==> src/rtl/gpio_ovr_pkg.sv <==
package gpio_ovr_pkg;
  localparam int unsigned ADDR_W = 2;
  typedef enum logic [ADDR_W-1:0] {
    SEL_PIN  = 2'd0,
    SEL_DIR  = 2'd1,
    SEL_PORT = 2'd2,
    SEL_NONE = 2'd3
  } reg_sel_e;
endpackage

==> src/rtl/gpio_sync.sv <==
module gpio_sync #(
  parameter int unsigned WIDTH  = 8,
  parameter int unsigned STAGES = 2
) (
  input  logic             clk,
  input  logic             rst,
  input  logic [WIDTH-1:0] d,
  output logic [WIDTH-1:0] q
);
  logic [WIDTH-1:0] stage_q [STAGES];

  for (genvar s = 0; s < STAGES; s++) begin : g_stage
    always_ff @(posedge clk) begin
      if (rst) stage_q[s] <= '0;
      else if (s == 0) stage_q[s] <= d;
      else stage_q[s] <= stage_q[(s == 0) ? 0 : s-1];
    end
  end

  assign q = stage_q[STAGES-1];
endmodule

==> src/rtl/gpio_regs.sv <==
module gpio_regs
  import gpio_ovr_pkg::*;
#(
  parameter int unsigned WIDTH = 8
) (
  input  logic              clk,
  input  logic              rst,
  input  logic              bus_we,
  input  logic [ADDR_W-1:0] bus_addr,
  input  logic [WIDTH-1:0]  bus_wdata,
  input  logic [WIDTH-1:0]  pin_sync,
  output logic [WIDTH-1:0]  dir_q,
  output logic [WIDTH-1:0]  port_q,
  output logic [WIDTH-1:0]  bus_rdata
);
  reg_sel_e sel;
  assign sel = reg_sel_e'(bus_addr);

  always_ff @(posedge clk) begin
    if (rst) begin
      dir_q  <= '0;
      port_q <= '0;
    end else if (bus_we) begin
      if (sel == SEL_DIR)  dir_q  <= bus_wdata;
      if (sel == SEL_PORT) port_q <= bus_wdata;
    end
  end

  always_ff @(posedge clk) begin
    if (rst) bus_rdata <= '0;
    else begin
      unique case (sel)
        SEL_PIN:  bus_rdata <= pin_sync;
        SEL_DIR:  bus_rdata <= dir_q;
        SEL_PORT: bus_rdata <= port_q;
        default:  bus_rdata <= '0;
      endcase
    end
  end
endmodule

==> src/rtl/gpio_override.sv <==
module gpio_override #(
  parameter int unsigned WIDTH  = 8,
  parameter int unsigned P_XCK  = 0,
  parameter int unsigned P_CMP  = 3,
  parameter int unsigned P_SS   = 4,
  parameter int unsigned P_MOSI = 5,
  parameter int unsigned P_MISO = 6
) (
  input  logic [WIDTH-1:0] dir_q,
  input  logic [WIDTH-1:0] port_q,
  input  logic             pud,
  input  logic             spi_en,
  input  logic             spi_master,
  input  logic             spi_mosi_out,
  input  logic             spi_miso_out,
  input  logic             cmp_en,
  input  logic             cmp_out,
  input  logic             usart_sync,
  input  logic             usart_clk_out,
  output logic [WIDTH-1:0] oe_d,
  output logic [WIDTH-1:0] out_d,
  output logic [WIDTH-1:0] pue_d
);
  logic spi_slv, spi_mst;
  assign spi_slv = spi_en & ~spi_master;
  assign spi_mst = spi_en &  spi_master;

  for (genvar i = 0; i < WIDTH; i++) begin : g_pin
    logic force_in, take_val, alt_val;
    if (i == P_MOSI) begin : g_mosi
      assign force_in = spi_slv;
      assign take_val = spi_mst;
      assign alt_val  = spi_mosi_out;
    end else if (i == P_MISO) begin : g_miso
      assign force_in = spi_mst;
      assign take_val = spi_slv;
      assign alt_val  = spi_miso_out;
    end else if (i == P_SS) begin : g_ss
      assign force_in = spi_slv;
      assign take_val = 1'b0;
      assign alt_val  = 1'b0;
    end else if (i == P_CMP) begin : g_cmp
      assign force_in = 1'b0;
      assign take_val = cmp_en & dir_q[i];
      assign alt_val  = cmp_out;
    end else if (i == P_XCK) begin : g_xck
      assign force_in = 1'b0;
      assign take_val = usart_sync & dir_q[i];
      assign alt_val  = usart_clk_out;
    end else begin : g_plain
      assign force_in = 1'b0;
      assign take_val = 1'b0;
      assign alt_val  = 1'b0;
    end
    assign oe_d[i]  = dir_q[i] & ~force_in;
    assign out_d[i] = take_val ? alt_val : port_q[i];
    assign pue_d[i] = ~oe_d[i] & port_q[i] & ~pud;
  end
endmodule

==> src/rtl/gpio_ovr_port.sv <==
module gpio_ovr_port
  import gpio_ovr_pkg::*;
#(
  parameter int unsigned WIDTH       = 8,
  parameter int unsigned SYNC_STAGES = 2,
  parameter int unsigned P_XCK       = 0,
  parameter int unsigned P_CMP       = 3,
  parameter int unsigned P_SS        = 4,
  parameter int unsigned P_MOSI      = 5,
  parameter int unsigned P_MISO      = 6
) (
  input  logic              clk,
  input  logic              rst,
  input  logic              bus_we,
  input  logic [ADDR_W-1:0] bus_addr,
  input  logic [WIDTH-1:0]  bus_wdata,
  output logic [WIDTH-1:0]  bus_rdata,
  input  logic              pud,
  input  logic              spi_en,
  input  logic              spi_master,
  input  logic              spi_mosi_out,
  input  logic              spi_miso_out,
  output logic              spi_sdi,
  output logic              spi_ss_active,
  input  logic              cmp_en,
  input  logic              cmp_out,
  input  logic              usart_sync,
  input  logic              usart_clk_out,
  output logic              usart_clk_in,
  input  logic [WIDTH-1:0]  pin_in,
  output logic [WIDTH-1:0]  pin_out,
  output logic [WIDTH-1:0]  pin_oe,
  output logic [WIDTH-1:0]  pin_pue
);
  logic [WIDTH-1:0] dir_q, port_q, pin_sync;
  logic [WIDTH-1:0] oe_d, out_d, pue_d;

  gpio_sync #(.WIDTH(WIDTH), .STAGES(SYNC_STAGES)) u_sync (
    .clk(clk), .rst(rst), .d(pin_in), .q(pin_sync)
  );

  gpio_regs #(.WIDTH(WIDTH)) u_regs (
    .clk(clk), .rst(rst), .bus_we(bus_we), .bus_addr(bus_addr),
    .bus_wdata(bus_wdata), .pin_sync(pin_sync), .dir_q(dir_q),
    .port_q(port_q), .bus_rdata(bus_rdata)
  );

  gpio_override #(
    .WIDTH(WIDTH), .P_XCK(P_XCK), .P_CMP(P_CMP), .P_SS(P_SS),
    .P_MOSI(P_MOSI), .P_MISO(P_MISO)
  ) u_ovr (
    .dir_q(dir_q), .port_q(port_q), .pud(pud), .spi_en(spi_en),
    .spi_master(spi_master), .spi_mosi_out(spi_mosi_out),
    .spi_miso_out(spi_miso_out), .cmp_en(cmp_en), .cmp_out(cmp_out),
    .usart_sync(usart_sync), .usart_clk_out(usart_clk_out),
    .oe_d(oe_d), .out_d(out_d), .pue_d(pue_d)
  );

  always_ff @(posedge clk) begin
    if (rst) begin
      pin_oe  <= '0;
      pin_out <= '0;
      pin_pue <= '0;
    end else begin
      pin_oe  <= oe_d;
      pin_out <= out_d;
      pin_pue <= pue_d;
    end
  end

  assign spi_sdi       = spi_en & (spi_master ? pin_sync[P_MISO] : pin_sync[P_MOSI]);
  assign spi_ss_active = spi_en & ~spi_master & ~pin_sync[P_SS];
  assign usart_clk_in  = usart_sync & ~dir_q[P_XCK] & pin_sync[P_XCK];
endmodule

==> config.mk <==
export PLATFORM = sky130hd
export DESIGN_NAME = gpio_ovr_port
export DESIGN_NICKNAME = d
export VERILOG_FILES = /design/src/rtl/gpio_ovr_pkg.sv /design/src/rtl/gpio_sync.sv /design/src/rtl/gpio_regs.sv /design/src/rtl/gpio_override.sv /design/src/rtl/gpio_ovr_port.sv
export SDC_FILE = /design/constraint.sdc
export NUM_CORES = 1
export LEC_CHECK = 0
export BUFFER_PORTS_ARGS = -buffer_cell sky130_fd_sc_hd__buf_2
export CAP_MARGIN = 5
export CORE_ASPECT_RATIO = 0.75
export CORE_MARGIN = 5
export CORE_UTILIZATION = 50
export DETAILED_ROUTE_END_ITERATION = 16
export GPL_TIMING_DRIVEN = 0
export PLACE_DENSITY_LB_ADDON = 0.12
export SYNTH_ARGS = -nofsm -noshare
export SYNTH_HDL_FRONTEND = slang
export SYNTH_SLANG_ARGS = --single-unit
==> constraint.sdc <==
create_clock -name clk -period 1.05 [get_ports clk]
set_clock_uncertainty 0.05 [all_clocks]
set_input_delay 0.0525 -clock clk [delete_from_list [all_inputs] [get_ports clk]]
set_output_delay 0.0525 -clock clk [all_outputs]
set_load 0.02 [all_outputs]
# Word level (Yosys, flattened, before mapping)
# Memories as Yosys holds them, arrays and structs flattened.
# Index checks and enable logic that the tools add are counted.
[totals] ramBits=16 ff_bits=48 word_cells=65 memories=1
[op_classes] reduce_logical=3 mux=11 bitwise=42 n_eq_ne=2
[memory_table] memory="u_sync.stage_q" words=2 width=8 rd=2 rd_ports_with_merged_regs=0 write_ports=2 line_no="gpio_sync.sv:10" source="logic [WIDTH-1:0] stage_q [STAGES];"
[ops] operator="bitwise AND 1 bit" n=27
[ops] operator="one-hot mux 8 bit (3 select lines)" n=1
[ops] operator="2-to-1 mux 8 bit" n=2
[ops] operator="inverter 1 bit" n=13
[ops] operator="2-to-1 mux 1 bit" n=8
[ops] operator="AND reduction 2 bit" n=2
[ops] operator="equality test 2 x 1 -> 1 bit, second input constant" n=1
[ops] operator="equality test 2 bit, second input constant" n=1
[ops] operator="zero test 2 bit" n=1
[ops] operator="bitwise OR 1 bit" n=2

# Longest topological paths before layout
[depth] word_depth=7 ltp_mapped=4 mapped_depth_nobuf=3

# Hierarchy
# Synthesis repeated with hierarchy kept, for this count alone.
[unflattened] hier_cells=211 area_unflattened_um2=2429.8
[by_module_without_submodules] mod="gpio_regs" n_inst=1 area_each_um2=1004.7 cells_each=92 seq_area_each_um2=480.5
[by_module_without_submodules] mod="gpio_ovr_port" n_inst=1 area_each_um2=724.4 cells_each=55 seq_area_each_um2=480.5
[by_module_without_submodules] mod="gpio_sync" n_inst=1 area_each_um2=464.2 cells_each=33 seq_area_each_um2=320.3
[by_module_without_submodules] mod="gpio_override" n_inst=1 area_each_um2=236.5 cells_each=31 seq_area_each_um2=0.0

# Worst setup path after synthesis
# Ideal clock, no wire load.
[synth_path] path_kind="register -> output" from="memory u_sync.stage_q[1][6]" to="output spi_sdi" n_path_buf=0 path_stages_with_launch=3 path_slack_ps=266 t_arrival_ps=681 path_cell_list="dfxtp_1 > mux2i_1 > nor2b_1"
[synth_rtl] element="from (decl)" line_no="gpio_sync.sv:10"
[synth_rtl] element="to (decl)" line_no="gpio_ovr_port.sv:23" source="output logic spi_sdi,"

==> results.sh <==
export IMPL_synth_most_common_cell="dfxtp_1"
export IMPL_track_usage=0.2002
export IMPL_synth_edf_count=0
export IMPL_cts_buffers=9
export IMPL_synth_top_cell_by_area="dfxtp_1"
export IMPL_cap_viol_max_count=0
export IMPL_synth_top_cell_area_share=0.5916
export IMPL_critPathArrivalTime_ns=0.99
export IMPL_total_leakage_power_nw=1.352
export IMPL_rrSetupSlack_ns=0.14
export IMPL_grt_max_degree=11
export IMPL_fin_crit_sh=1.044
export IMPL_dpl_cell_count=332
export IMPL_rows=20
export IMPL_htreeDepth=3
export IMPL_fin_tns_setup_ns=-0.04930
export IMPL_synthDistinctLibCells=22
export IMPL_synthTopCellsByCount="dfxtp_1, nand2_1, nor2b_1"
export IMPL_chipHeight_um=67.00
export IMPL_power_density_nw_per_um2=1697
export IMPL_hpwlAfterDp_um=3310
export IMPL_ant_nets=0
export IMPL_path_clk_slew_ns=0.06
export IMPL_timing_rr_end="u_regs.bus_rdata[0]"
export IMPL_nNetsFinal=345
export IMPL_finalMaxSlewViolations=0
export IMPL_coreArea_sq_um=4129
export IMPL_setup_violations=2
export IMPL_fin_crit_ns=1.096
export IMPL_status="complete, but fails checks"
export IMPL_netlist_instances=213
export IMPL_drt_pass1_iter_count=4
export IMPL_crit_type="reg2out"
export IMPL_regArea_sq_um=1290
export IMPL_synthTopCellsByArea="dfxtp_1, nand2_1, nor2b_1"
export IMPL_clock_latency_ns=0.34
export IMPL_num_io_pins=65
export IMPL_filler_cell_count=307
export IMPL_cts_root_buf="clkbuf_8"
export IMPL_drive_gt1_frac=0.3375
export IMPL_fmax_mhz=912.6
export IMPL_violations="setup timing"
export IMPL_die_area_sq_um=5761
export IMPL_critPathLaunchType="flop"
export IMPL_synth_async_reset_ratio=0
export IMPL_power_frac_comb=0.087
export IMPL_endpoint_kind="output port"
export IMPL_vias_per_cell=4.824
export IMPL_p_clk_frac=0.425
export IMPL_routabilityCongestion=0.7527
export IMPL_start_util=0.5245
export IMPL_worstPathMaxFanout=2
export IMPL_drt_total_wl_um=5283
export IMPL_swShare=0.2151
export IMPL_grt_pass1_vias=1808
export IMPL_worst_pin_slew_ns=0.5816
export IMPL_pwr_share_seq=0.488
export IMPL_numClockSinks=64
export IMPL_hold_path_depth=4
export IMPL_syn_num_nets=243
export IMPL_drc=0
export IMPL_rr_worst_depth=3
export IMPL_internal_power_mw=4.071
export IMPL_power_mw=5.187
export IMPL_netlist_area_sq_um=2166
export IMPL_hold_viol=0
export IMPL_synth_main_ff_cell="dfxtp_1"
export IMPL_cts_buffer_depth=2
export IMPL_max_vdd_ir_drop_v=0.001286
export IMPL_synth_area_per_cell_sq_um=10.17
export IMPL_fin_cells=375
export IMPL_max_slew_margin=0.6123
export IMPL_rsz0062_at_grt="true"
export IMPL_die_w_um=86.00
export IMPL_multi_input_comb_area_sq_um=770.7
export IMPL_grt_antenna_before_repair=0
export IMPL_timing_final_ws_setup_ns=-0.04573
export IMPL_port_buffers=64
export IMPL_ys_warn_count=0
export IMPL_areaGrowthSynthToFinish_pct=41.13
export IMPL_drtIter0Drc=126
export IMPL_cp_required_ns=0.95
export IMPL_hp_class="in2reg"
export IMPL_cts_tree="yes"
export IMPL_whs_endpoint="pin_oe[6]"
export IMPL_overflow=0
export IMPL_grt_pass1_wl_um=8549
export IMPL_wl_per_cell_um=14.09
export IMPL_n_antenna_cell=0
export IMPL_yosysSeqAreaShare=0.5916
export IMPL_ys_seq_elements=64
export IMPL_vias=1809
export IMPL_r2r_start="u_regs.dir_q[0]"
export IMPL_power_switching_mw=1.116
export IMPL_hold_start="spi_master"
logic make-up after synthesis:
kind of cell | count (synthesis) | share of synthesized area
and+or+nand+nor | 89 | 0.2080
DFF | 64 | 0.5916
AOI/OAI and AO/OA | 30 | 0.1005
buffers and inverters | 20 | 0.05373
muxes | 10 | 0.04622
cells in the final DEF, fill, tap and decap left out, types with 3 or more instances in the layout:
master / instances
nor2b_1: 23
nand3_1: 3
a21oi_1: 11
buf_4: 6
nor2_1: 7
dfxtp_1: 59
dfxtp_2: 4
inv_1: 8
mux2i_1: 10
a21oi_2: 8
buf_6: 4
a211oi_1: 3
dlygate4sd3_1: 25
buf_2: 67
nor3_1: 5
clkbuf_8: 13
o32ai_1: 8
nand2_1: 40
layout make-up:
type                            count  share of cell area
Timing Repair Buffer               91              0.1940
Tap cell                           55             0.02251
Inverter                            8            0.009824
Clock buffer                       14             0.05976
Buffer                             12             0.02824
Sequential cell                    64              0.4220
Clock inverter                      2             0.01146
Multi-Input combinational cell    129              0.2521
registers in the layout, indices dropped and copies added (netlist names):
name,count
u_regs.bus_rdata,8
pin_oe,8
pin_pue,8
u_regs.dir_q,8
u_regs.port_q,8
pin_out,8
u_sync.stage_q,16
stage by stage:
| step | area (sq um) | utilization | setup WS, ns | hold slack [ns] |
|---|---|---|---|---|
| 5_1_grt | 3057 | 0.7403 | -0.1162 | 0.05408 |
| 4_1_cts | 3052 | 0.7391 | -0.05366 | 0.006724 |
| 2_1_floorplan | 2166 | - | 0.2662 | 0.1307 |
| 6_report | 3057 | 0.7403 | -0.04573 | 0.04200 |
| 3_5_place_dp | 2555 | 0.6188 | 0.02392 | 0.2158 |
| 3_3_place_gp | 2555 | 0.6188 | 0.03577 | 0.2103 |
power groups by stage:
stage                     Combinational, mW  Clock, mW  Sequential (mW)
after floorplan                       0.189          0             2.61
after global placement                0.363          0             2.58
after detailed placement              0.365          0             2.58
after CTS                             0.447       2.25             2.53
after global routing                  0.494       2.38             2.54
final                                 0.453       2.20             2.53
worst max-delay path by stage:
stage / startpoint / endpoint / slack (ns) / cells past startpoint
after global placement: rst / u_regs.bus_rdata[2] / 0.04 / 3
after floorplan: u_sync.stage_q[1][6] / spi_sdi / 0.27 / 2
after detailed placement: rst / u_regs.bus_rdata[2] / 0.02 / 3
after CTS: u_sync.stage_q[1][6] / spi_sdi / -0.05 / 3
final: u_sync.stage_q[1][6] / spi_sdi / -0.05 / 3
after global routing: u_sync.stage_q[1][6] / spi_sdi / -0.12 / 3
critical path, cell delays in order (launching register included):
cell     delay, ns
dfxtp_2       0.32
mux2i_1       0.13
nor2b_1       0.06
buf_4         0.15
metal layers:
layer / vias up / share of wire / GRT usage
met3: 5 / 0.099 / 0.08158
met1: 820 / 0.45 / 0.2534
met5: - / 0 / 0
li1: 900 / - / -
met2: 84 / 0.44 / 0.3087
met4: 0 / 0.011 / 0.06719
timing repair:
action | CTS | global route
hold buffers | 25 | 0
setup buffers | 2 | 0
endpoints found under the hold margin | 31 | 0
setup endpoints to repair | 3 | 3
pin swaps | 0 | 1
resized for setup | 7 | 3
Note: power is estimated with default switching activity, not from simulation.
